### src/rtl/lpf_pkg.sv
package lpf_pkg;
   localparam int LINE_PIX  = 16;
   localparam int MED_HALF  = 3;
   localparam int WIDE_HALF = 7;
   localparam int MED_N     = 2 * MED_HALF + 2;
   localparam int MED_LO    = LINE_PIX / 2 - MED_HALF - 1;
   localparam int LATENCY   = 2;

   function automatic int lo_idx(input int j, input int half);
      return (j - half < 0) ? 0 : j - half;
   endfunction

   function automatic int hi_idx(input int j, input int half, input int n);
      return (j + 1 + half > n - 1) ? n - 1 : j + 1 + half;
   endfunction
endpackage

### src/rtl/lpf_run_sum.sv
module lpf_run_sum #(
   parameter int PIX_W = 10,
   parameter int HALF  = 3
) (
   input  logic [(2*HALF+2)*PIX_W-1:0] win,
   output logic [(2*HALF+2)*PIX_W-1:0] filt
);
   import lpf_pkg::*;
   localparam int N     = 2 * HALF + 2;
   localparam int SHIFT = $clog2(N);
   // largest total is N*(2^PIX_W-1) + N/2, which is below 2^(PIX_W+SHIFT)
   localparam int SUM_W = PIX_W + SHIFT;
   localparam int ROUND = 1 << (SHIFT - 1);

   if (HALF < 1 || (1 << SHIFT) != N) begin : g_bad_half
      $error("lpf_run_sum: HALF must make 2*HALF+2 a power of two");
   end

   logic [PIX_W-1:0] px [N];
   logic [SUM_W-1:0] acc [1:N-2];
   logic [SUM_W-1:0] seed;

   for (genvar i = 0; i < N; i++) begin : g_unpack
      assign px[i] = win[i*PIX_W +: PIX_W];
   end

   // seed: far sample times HALF, first tap doubled, the rest once
   always_comb begin
      seed = SUM_W'(ROUND) + SUM_W'(HALF) * SUM_W'(px[0]) + (SUM_W'(px[1]) << 1);
      for (int k = 2; k <= HALF + 1; k++) begin
         seed = seed + SUM_W'(px[k]);
      end
   end

   assign acc[1] = seed;

   // each step removes the old centre and the sample leaving the window,
   // then adds the new centre and the sample entering it (originals only)
   for (genvar j = 1; j < N - 2; j++) begin : g_step
      localparam int LO = lo_idx(j, HALF);
      localparam int HI = hi_idx(j, HALF, N);
      assign acc[j+1] = acc[j] - SUM_W'(px[j]) - SUM_W'(px[LO])
                      + SUM_W'(px[j+1]) + SUM_W'(px[HI]);
   end

   assign filt[0 +: PIX_W]         = px[0];
   assign filt[(N-1)*PIX_W +: PIX_W] = px[N-1];
   for (genvar j = 1; j < N - 1; j++) begin : g_out
      assign filt[j*PIX_W +: PIX_W] = PIX_W'(acc[j] >> SHIFT);
   end
endmodule

### src/rtl/lpf_blend.sv
module lpf_blend #(
   parameter int PIX_W = 10,
   parameter int N     = 8
) (
   input  logic [N*PIX_W-1:0] old_line,
   input  logic [N*PIX_W-1:0] new_line,
   input  logic               sel,
   output logic [N*PIX_W-1:0] res
);
   // delta form: old + (sel ? new - old : 0), modulo PIX_W
   for (genvar i = 0; i < N; i++) begin : g_pix
      logic [PIX_W-1:0] delta;
      assign delta = new_line[i*PIX_W +: PIX_W] - old_line[i*PIX_W +: PIX_W];
      assign res[i*PIX_W +: PIX_W] = old_line[i*PIX_W +: PIX_W] + (delta & {PIX_W{sel}});
   end
endmodule

### src/rtl/lpf_wide_smooth.sv
module lpf_wide_smooth #(
   parameter int PIX_W    = 10,
   parameter bit HAS_WIDE = 1'b1
) (
   input  logic                  clk,
   input  logic                  rst_n,
   input  logic                  in_valid,
   input  logic                  in_wide,
   input  logic                  in_mask8,
   input  logic                  in_mask16,
   input  logic [16*PIX_W-1:0]   in_pix,
   output logic                  out_valid,
   output logic [16*PIX_W-1:0]   out_pix
);
   import lpf_pkg::*;
   localparam int LINE_W = LINE_PIX * PIX_W;
   localparam int MED_W  = MED_N * PIX_W;

   if (PIX_W < 8 || PIX_W > 14) begin : g_bad_width
      $error("lpf_wide_smooth: PIX_W must lie in 8..14");
   end

   // stage A: capture line and resolve which smoother owns it
   logic              a_valid;
   logic              a_wide_sel;
   logic              a_med_sel;
   logic [LINE_W-1:0] a_pix;
   logic              wide_hit;

   assign wide_hit = HAS_WIDE & in_wide & in_mask16;

   always_ff @(posedge clk) begin
      if (!rst_n) begin
         a_valid    <= 1'b0;
         a_wide_sel <= 1'b0;
         a_med_sel  <= 1'b0;
         a_pix      <= '0;
      end else begin
         a_valid    <= in_valid;
         a_wide_sel <= wide_hit;
         a_med_sel  <= in_mask8 & ~wide_hit;
         a_pix      <= in_pix;
      end
   end

   // medium smoother on the eight samples around the edge
   logic [MED_W-1:0]  med_filt;
   logic [MED_W-1:0]  med_mix;
   logic [LINE_W-1:0] med_line;
   logic [LINE_W-1:0] line_res;

   lpf_run_sum #(.PIX_W(PIX_W), .HALF(MED_HALF)) u_med (
      .win  (a_pix[MED_LO*PIX_W +: MED_W]),
      .filt (med_filt)
   );

   lpf_blend #(.PIX_W(PIX_W), .N(MED_N)) u_med_mix (
      .old_line (a_pix[MED_LO*PIX_W +: MED_W]),
      .new_line (med_filt),
      .sel      (a_med_sel),
      .res      (med_mix)
   );

   always_comb begin
      med_line = a_pix;
      med_line[MED_LO*PIX_W +: MED_W] = med_mix;
   end

   // wide smoother variant
   if (HAS_WIDE) begin : g_wide
      logic [LINE_W-1:0] wide_filt;
      lpf_run_sum #(.PIX_W(PIX_W), .HALF(WIDE_HALF)) u_wide (
         .win  (a_pix),
         .filt (wide_filt)
      );
      lpf_blend #(.PIX_W(PIX_W), .N(LINE_PIX)) u_wide_mix (
         .old_line (med_line),
         .new_line (wide_filt),
         .sel      (a_wide_sel),
         .res      (line_res)
      );
   end else begin : g_no_wide
      assign line_res = med_line;
   end

   // stage B: output register
   always_ff @(posedge clk) begin
      if (!rst_n) begin
         out_valid <= 1'b0;
         out_pix   <= '0;
      end else begin
         out_valid <= a_valid;
         out_pix   <= line_res;
      end
   end
endmodule

### config.mk
export PLATFORM = sky130hd
export DESIGN_NAME = lpf_wide_smooth
export DESIGN_NICKNAME = d
export VERILOG_FILES = /design/src/rtl/lpf_pkg.sv /design/src/rtl/lpf_run_sum.sv /design/src/rtl/lpf_blend.sv /design/src/rtl/lpf_wide_smooth.sv
export SDC_FILE = /design/constraint.sdc
export NUM_CORES = 2
export LEC_CHECK = 0
export BUFFER_PORTS_ARGS = -buffer_cell sky130_fd_sc_hd__buf_2
export CAP_MARGIN = 25
export CORE_MARGIN = 5
export CORE_UTILIZATION = 54
export CTS_CLUSTER_DIAMETER = 150
export DETAILED_ROUTE_END_ITERATION = 8
export PLACE_DENSITY = 0.86
export SLEW_MARGIN = 10
export SYNTH_ARGS = -nofsm -noshare
export SYNTH_HDL_FRONTEND = slang
export SYNTH_SLANG_ARGS = --single-unit
### constraint.sdc
create_clock -name clk -period 22.2 [get_ports clk]
set_input_delay 1.11 -clock clk [delete_from_list [all_inputs] [get_ports clk]]
set_output_delay 1.11 -clock clk [all_outputs]
set_load 0.1 [all_outputs]
# Word-level counts from Yosys, hierarchy flattened
# Cells that the tools add are included.
# word_totals
elab_cells	169
register_bits	324
# op_classes
bitwise_logic	27
n_mul	2
n_addsub	134
# op_table
op	n
$add A14 B10 Y14	33
$sub A14 B10 Y14	26
$add A10 B10 Y10	24
$and A10 B10 Y10	24
$sub A10 B10 Y10	24
$add A13 B10 Y13	13
$sub A13 B10 Y13	10
$add A14 B11 Y14	1
$add A4 B13 Y14 const A	1
$add A13 B11 Y13	1
$add A3 B12 Y13 const A	1
$mul A3 B10 Y13 const A	1
$mul A2 B10 Y12 const A	1
$and A1 B1 Y1	2
$not A1 Y1	1

# Longest topological paths before layout
# logic_depth
word_depth	65
depth_mapped	105

# Cells and area by module
# From an unflattened synthesis, not the netlist that was laid out.
# unflattened
hier_cells	6271
hier_area_um2	56302.7
# by_module_without_submodules
module	n_inst	cells_per_inst	area_each_um2
lpf_run_sum (g_wide.u_wide)	1	2061	19845.3
lpf_blend (g_wide.u_wide_mix)	1	1807	13011.2
lpf_wide_smooth	1	684	8851.0
lpf_run_sum (u_med)	1	828	7882.6
lpf_blend (u_med_mix)	1	891	6712.7

# Worst setup path after synthesis
# Ideal clock, no wire load.
# synth_timing
path_type	register to register
start	register a_pix[51]
end	register out_pix[149]
path_buffers	0
synth_period_minus_slack_ns	23.034
arrival_time_ns	22.963
setup_time_ns	0.071
slack_ns	-0.834
stages_incl_launch_ff	98
cell_sequence	dfxtp_1 > fa_1 > fa_1 > fa_1 > inv_1 > fa_1 > fa_1 > inv_1 > ha_1 > inv_1 > fa_1 > nand2b_1 > nand2b_1 > a21oi_1 > xnor2_1 > fa_1 > ha_1 > o21ai_1 > [... 62 more ...] > and3_1 > a2111oi_0 > xnor2_1 > inv_1 > ha_1 > ha_1 > nor3_1 > nor2_1 > ha_1 > inv_1 > o21bai_1 > a21oi_1 > xor2_1 > xnor2_1 > a21oi_1 > or3_1 > a311o_1 > a21oi_1
# synth_via
elab_chain_len	59
# synth_rtl
element	line	text
start, declared	lpf_wide_smooth.sv:27	logic [LINE_W-1:0] a_pix;
start signal, assigned	lpf_wide_smooth.sv:42	a_pix <= in_pix;
$add A14 B10 Y14 (4 in a row)	lpf_run_sum.sv:31	seed = seed + SUM_W'(px[k]);
$sub A14 B10 Y14 (2 in a row)	lpf_run_sum.sv:42	assign acc[j+1] = acc[j] - SUM_W'(px[j]) - SUM_W'(px[LO])
$add A14 B10 Y14 (2 in a row)	lpf_run_sum.sv:43	+ SUM_W'(px[j+1]) + SUM_W'(px[HI]);
$sub A14 B10 Y14 (2 in a row)	lpf_run_sum.sv:42	
$add A14 B10 Y14 (2 in a row)	lpf_run_sum.sv:43	
$sub A14 B10 Y14 (2 in a row)	lpf_run_sum.sv:42	
$add A14 B10 Y14 (2 in a row)	lpf_run_sum.sv:43	
$sub A14 B10 Y14 (2 in a row)	lpf_run_sum.sv:42	
[... 30 more ...]	n/a	
$sub A14 B10 Y14	lpf_run_sum.sv:42	
$sub A14 B10 Y14 (*)	lpf_run_sum.sv:42	
$add A14 B10 Y14 (*) (2 in a row)	lpf_run_sum.sv:43	
$sub A14 B10 Y14 (*) (2 in a row)	lpf_run_sum.sv:42	
$add A14 B10 Y14 (*) (2 in a row)	lpf_run_sum.sv:43	
$sub A10 B10 Y10 (*)	lpf_blend.sv:13	assign delta = new_line[i*PIX_W +: PIX_W] - old_line[i*PIX_W +: PIX_W];
$and A10 B10 Y10 (*)	lpf_blend.sv:14	assign res[i*PIX_W +: PIX_W] = old_line[i*PIX_W +: PIX_W] + (delta & {PIX_W{sel}});
$add A10 B10 Y10 (*)	lpf_blend.sv:14	
end signal, assigned	lpf_wide_smooth.sv:93	out_pix <= line_res;
end, declared	lpf_wide_smooth.sv:13	output logic [16*PIX_W-1:0] out_pix
# Every way passes the cells marked *; elsewhere a longest branch is shown, timed or not.
# A chain may end at the register's enable or synchronous reset.

# Worst setup path after layout
# layout_timing
start	register a_pix[61]
end	register out_pix[149]
# layout_via
elab_chain_len	58
# layout_rtl
element	line
$add A14 B10 Y14 (3 in a row)	lpf_run_sum.sv:31
$sub A14 B10 Y14 (2 in a row)	lpf_run_sum.sv:42
$add A14 B10 Y14 (2 in a row)	lpf_run_sum.sv:43
$sub A14 B10 Y14 (2 in a row)	lpf_run_sum.sv:42
$add A14 B10 Y14 (2 in a row)	lpf_run_sum.sv:43
$sub A14 B10 Y14 (2 in a row)	lpf_run_sum.sv:42
$add A14 B10 Y14 (2 in a row)	lpf_run_sum.sv:43
$sub A14 B10 Y14 (2 in a row)	lpf_run_sum.sv:42
[... 30 more ...]	n/a
$sub A14 B10 Y14 (2 in a row)	lpf_run_sum.sv:42
$add A14 B10 Y14 (2 in a row)	lpf_run_sum.sv:43
$sub A14 B10 Y14	lpf_run_sum.sv:42
$sub A14 B10 Y14 (*)	lpf_run_sum.sv:42
$add A14 B10 Y14 (*) (2 in a row)	lpf_run_sum.sv:43
$sub A10 B10 Y10 (*)	lpf_blend.sv:13
$and A10 B10 Y10 (*)	lpf_blend.sv:14
$add A10 B10 Y10 (*)	lpf_blend.sv:14
# Marked as above.

==> results.ini <==
[cts]
cts.clk_slew.worst_paths_ns=0.06
cts.path.max_buffers=3
htree_levels=2
holdBufCountCts=0
cts_root_buffer=clkbuf_16
clock_latency_ns=0.63
cts.sinks=324
cts_buffers=37
cts_tree=yes

[sta]
finalCritPeriodShare=1.02
whs_ns=0.458
fmax_mhz=44.1
finalSetupViolCount=3
skew_ns=0.0235
hold_violations=0
final_max_slew_viol_count=0
rsz0062_at_grt=true
finalCriticalPeriod_ns=22.65
final.setup.worst_slack_ns=-0.455
tightest_slew_ns=1.03
relSlewSlack=0.312

[route]
drc_errors=0
viasPerCell=5.68
via_count=42800
drt_wl_total_um=177000
wl_per_cell_um=23.5
drt-initial-drc-count=4618
firstDrtPassIters=7
ant_nets=0

[finish]
finalNonFillerCells=7537
multi_input_area_um2=40600
layout_common_cells=inv_1 (1202), fa_1 (693), ha_1 (619)
ff_latch_area_um2=6500
area_growth_pct=21.8
design_area_um2=60500
utilization=0.662
mostFrequentLayoutCell=inv_1
fin_nets=7883
fillers=6665
final_layout_size_suffix_gt1_frac=0.211

[floorplanning]
die_area_um2=98100
die_h_um=313
rows=111
fp.dieW_um=313
start_util=0.543
core_um2=91400
io_pins=327

[critical_path]
critical_path_arrival_ns=23.19
crit_type=reg2reg
cp_slowest_cell=fa_1
critPathBufInv=30
start_kind=flip-flop
path_max_fanout=4
crit_required_ns=22.73
crit_top_cell=fa_1
ff2ff_setup_slack_ns=-0.45
crit_family=adder cells
critPathMaxStageDelay_ns=0.59
endpoint_kind=flip-flop

[flow_run]
cap_violations=0

[outcome]
status=complete, but fails checks
violations=negative setup slack

[yosys]
synth_ff_type=dfxtp_1
syn_nets=6999
synth_edf_count=0
netlist_area_um2=49600
async_flop_share=0
synth_seq_cells=324
yosysUniqueCellTypes=77
seq_area_frac_synth=0.131
netlist_instances=5438
syn_area_per_cell_um2=9.13
ys_warn_count=0

[grt]
grt_overflow=0
antenna_found_initial=3
grt_pass1_vias=44000
grt_use_met2=0.532
gr-usage-all-layers=0.344
grt_pass1_wl_um=257000
met3_usage=0.0810
grt_max_degree=115
use_met1=0.436
busiest_layer=met2

[placed_design]
dp.cells=7407
dpl-instance-area_um2=56500
portBuffers=326
gp_congestion=1.05
dp_hpwl_um=142000

[worst_hold_path]
hold_class=reg2reg

-- metal layers --
metal	up-vias	wire length, um
li1	18800	-
met1	20600	65400
met2	2577	76200
met3	752	19900
met4	4	15900
met5	-	38
-- logic make-up (layout without fill, tap and decap cells) --
logic type	count (synthesis)	in the layout	synth area share
flops	324	324	0.131
mux	5	5	0.00101
simple gates	1058	1058	0.110
xor+xnor	466	466	0.0877
buf+inv	1304	2216	0.0986
fa+ha+maj	1395	1395	0.458
compound gates	886	886	0.114
other cells	0	1	0
-- path summary, 6_finish.rpt --
kind                                 from            to  cells past startpoint
worst max register to register  a_pix[61]  out_pix[149]                     92
worst max-delay path            a_pix[61]  out_pix[149]                     92
worst min-delay path              a_valid     out_valid                      1
worst min register to register    a_valid     out_valid                      1
-- sequential cells by signal (all words and copies together) (netlist names) --
signal and flops:
a_pix 160, out_valid 1, a_wide_sel 1, a_valid 1
a_med_sel 1, out_pix 160
-- cell usage after synthesis, types with 8 or more instances --
cell	instances	area [um^2]
nor2_1	358	1340
inv_1	1241	4660
a21boi_0	14	105
a31o_2	8	70.1
and2_1	238	1490
a21o_1	188	1410
xnor3_1	8	180
o21ai_0	99	495
fa_1	703	14100
a211oi_1	9	67.6
nor2b_1	83	519
xnor2_1	324	2840
xor2_1	122	1070
o21bai_1	127	953
o21ai_1	12	60.1
dfxtp_1	324	6490
nor3_1	76	380
nor3b_1	53	398
and3_1	14	87.6
nand3_1	25	125
o211ai_1	10	75.1
nand2b_1	76	475
clkbuf_1	55	206
a21oi_1	322	1610
nand2_1	101	379
o21a_1	38	285
ha_1	692	8660
-- metrics by stage --
step	setup TNS, ns	worst slack [ns]
finish	-0.827	-0.455
global route	-3.94	-1.11
CTS	0	0.0285
detailed placement	-3.71	-1.11
global placement	-0.858	-0.525
floorplan	0	0.00628
-- cell type report --
type	instances	area share
diodes	1	0.0000414
well taps	1186	0.0245
repair buffers	904	0.0993
multi-input cells	3810	0.671
flip-flops and latches	324	0.107
inverters	1245	0.0774
clock buffers	48	0.0167
clock inverters	19	0.00352
-- repair_timing --
item                       CTS  global route
gates resized for setup    272           120
pin swaps                  116            69
setup buffers               41            21
setup endpoints to repair    6             9
Power is not shown: default switching activity piles up to over one toggle a cycle in this logic, so the estimate is an artifact.
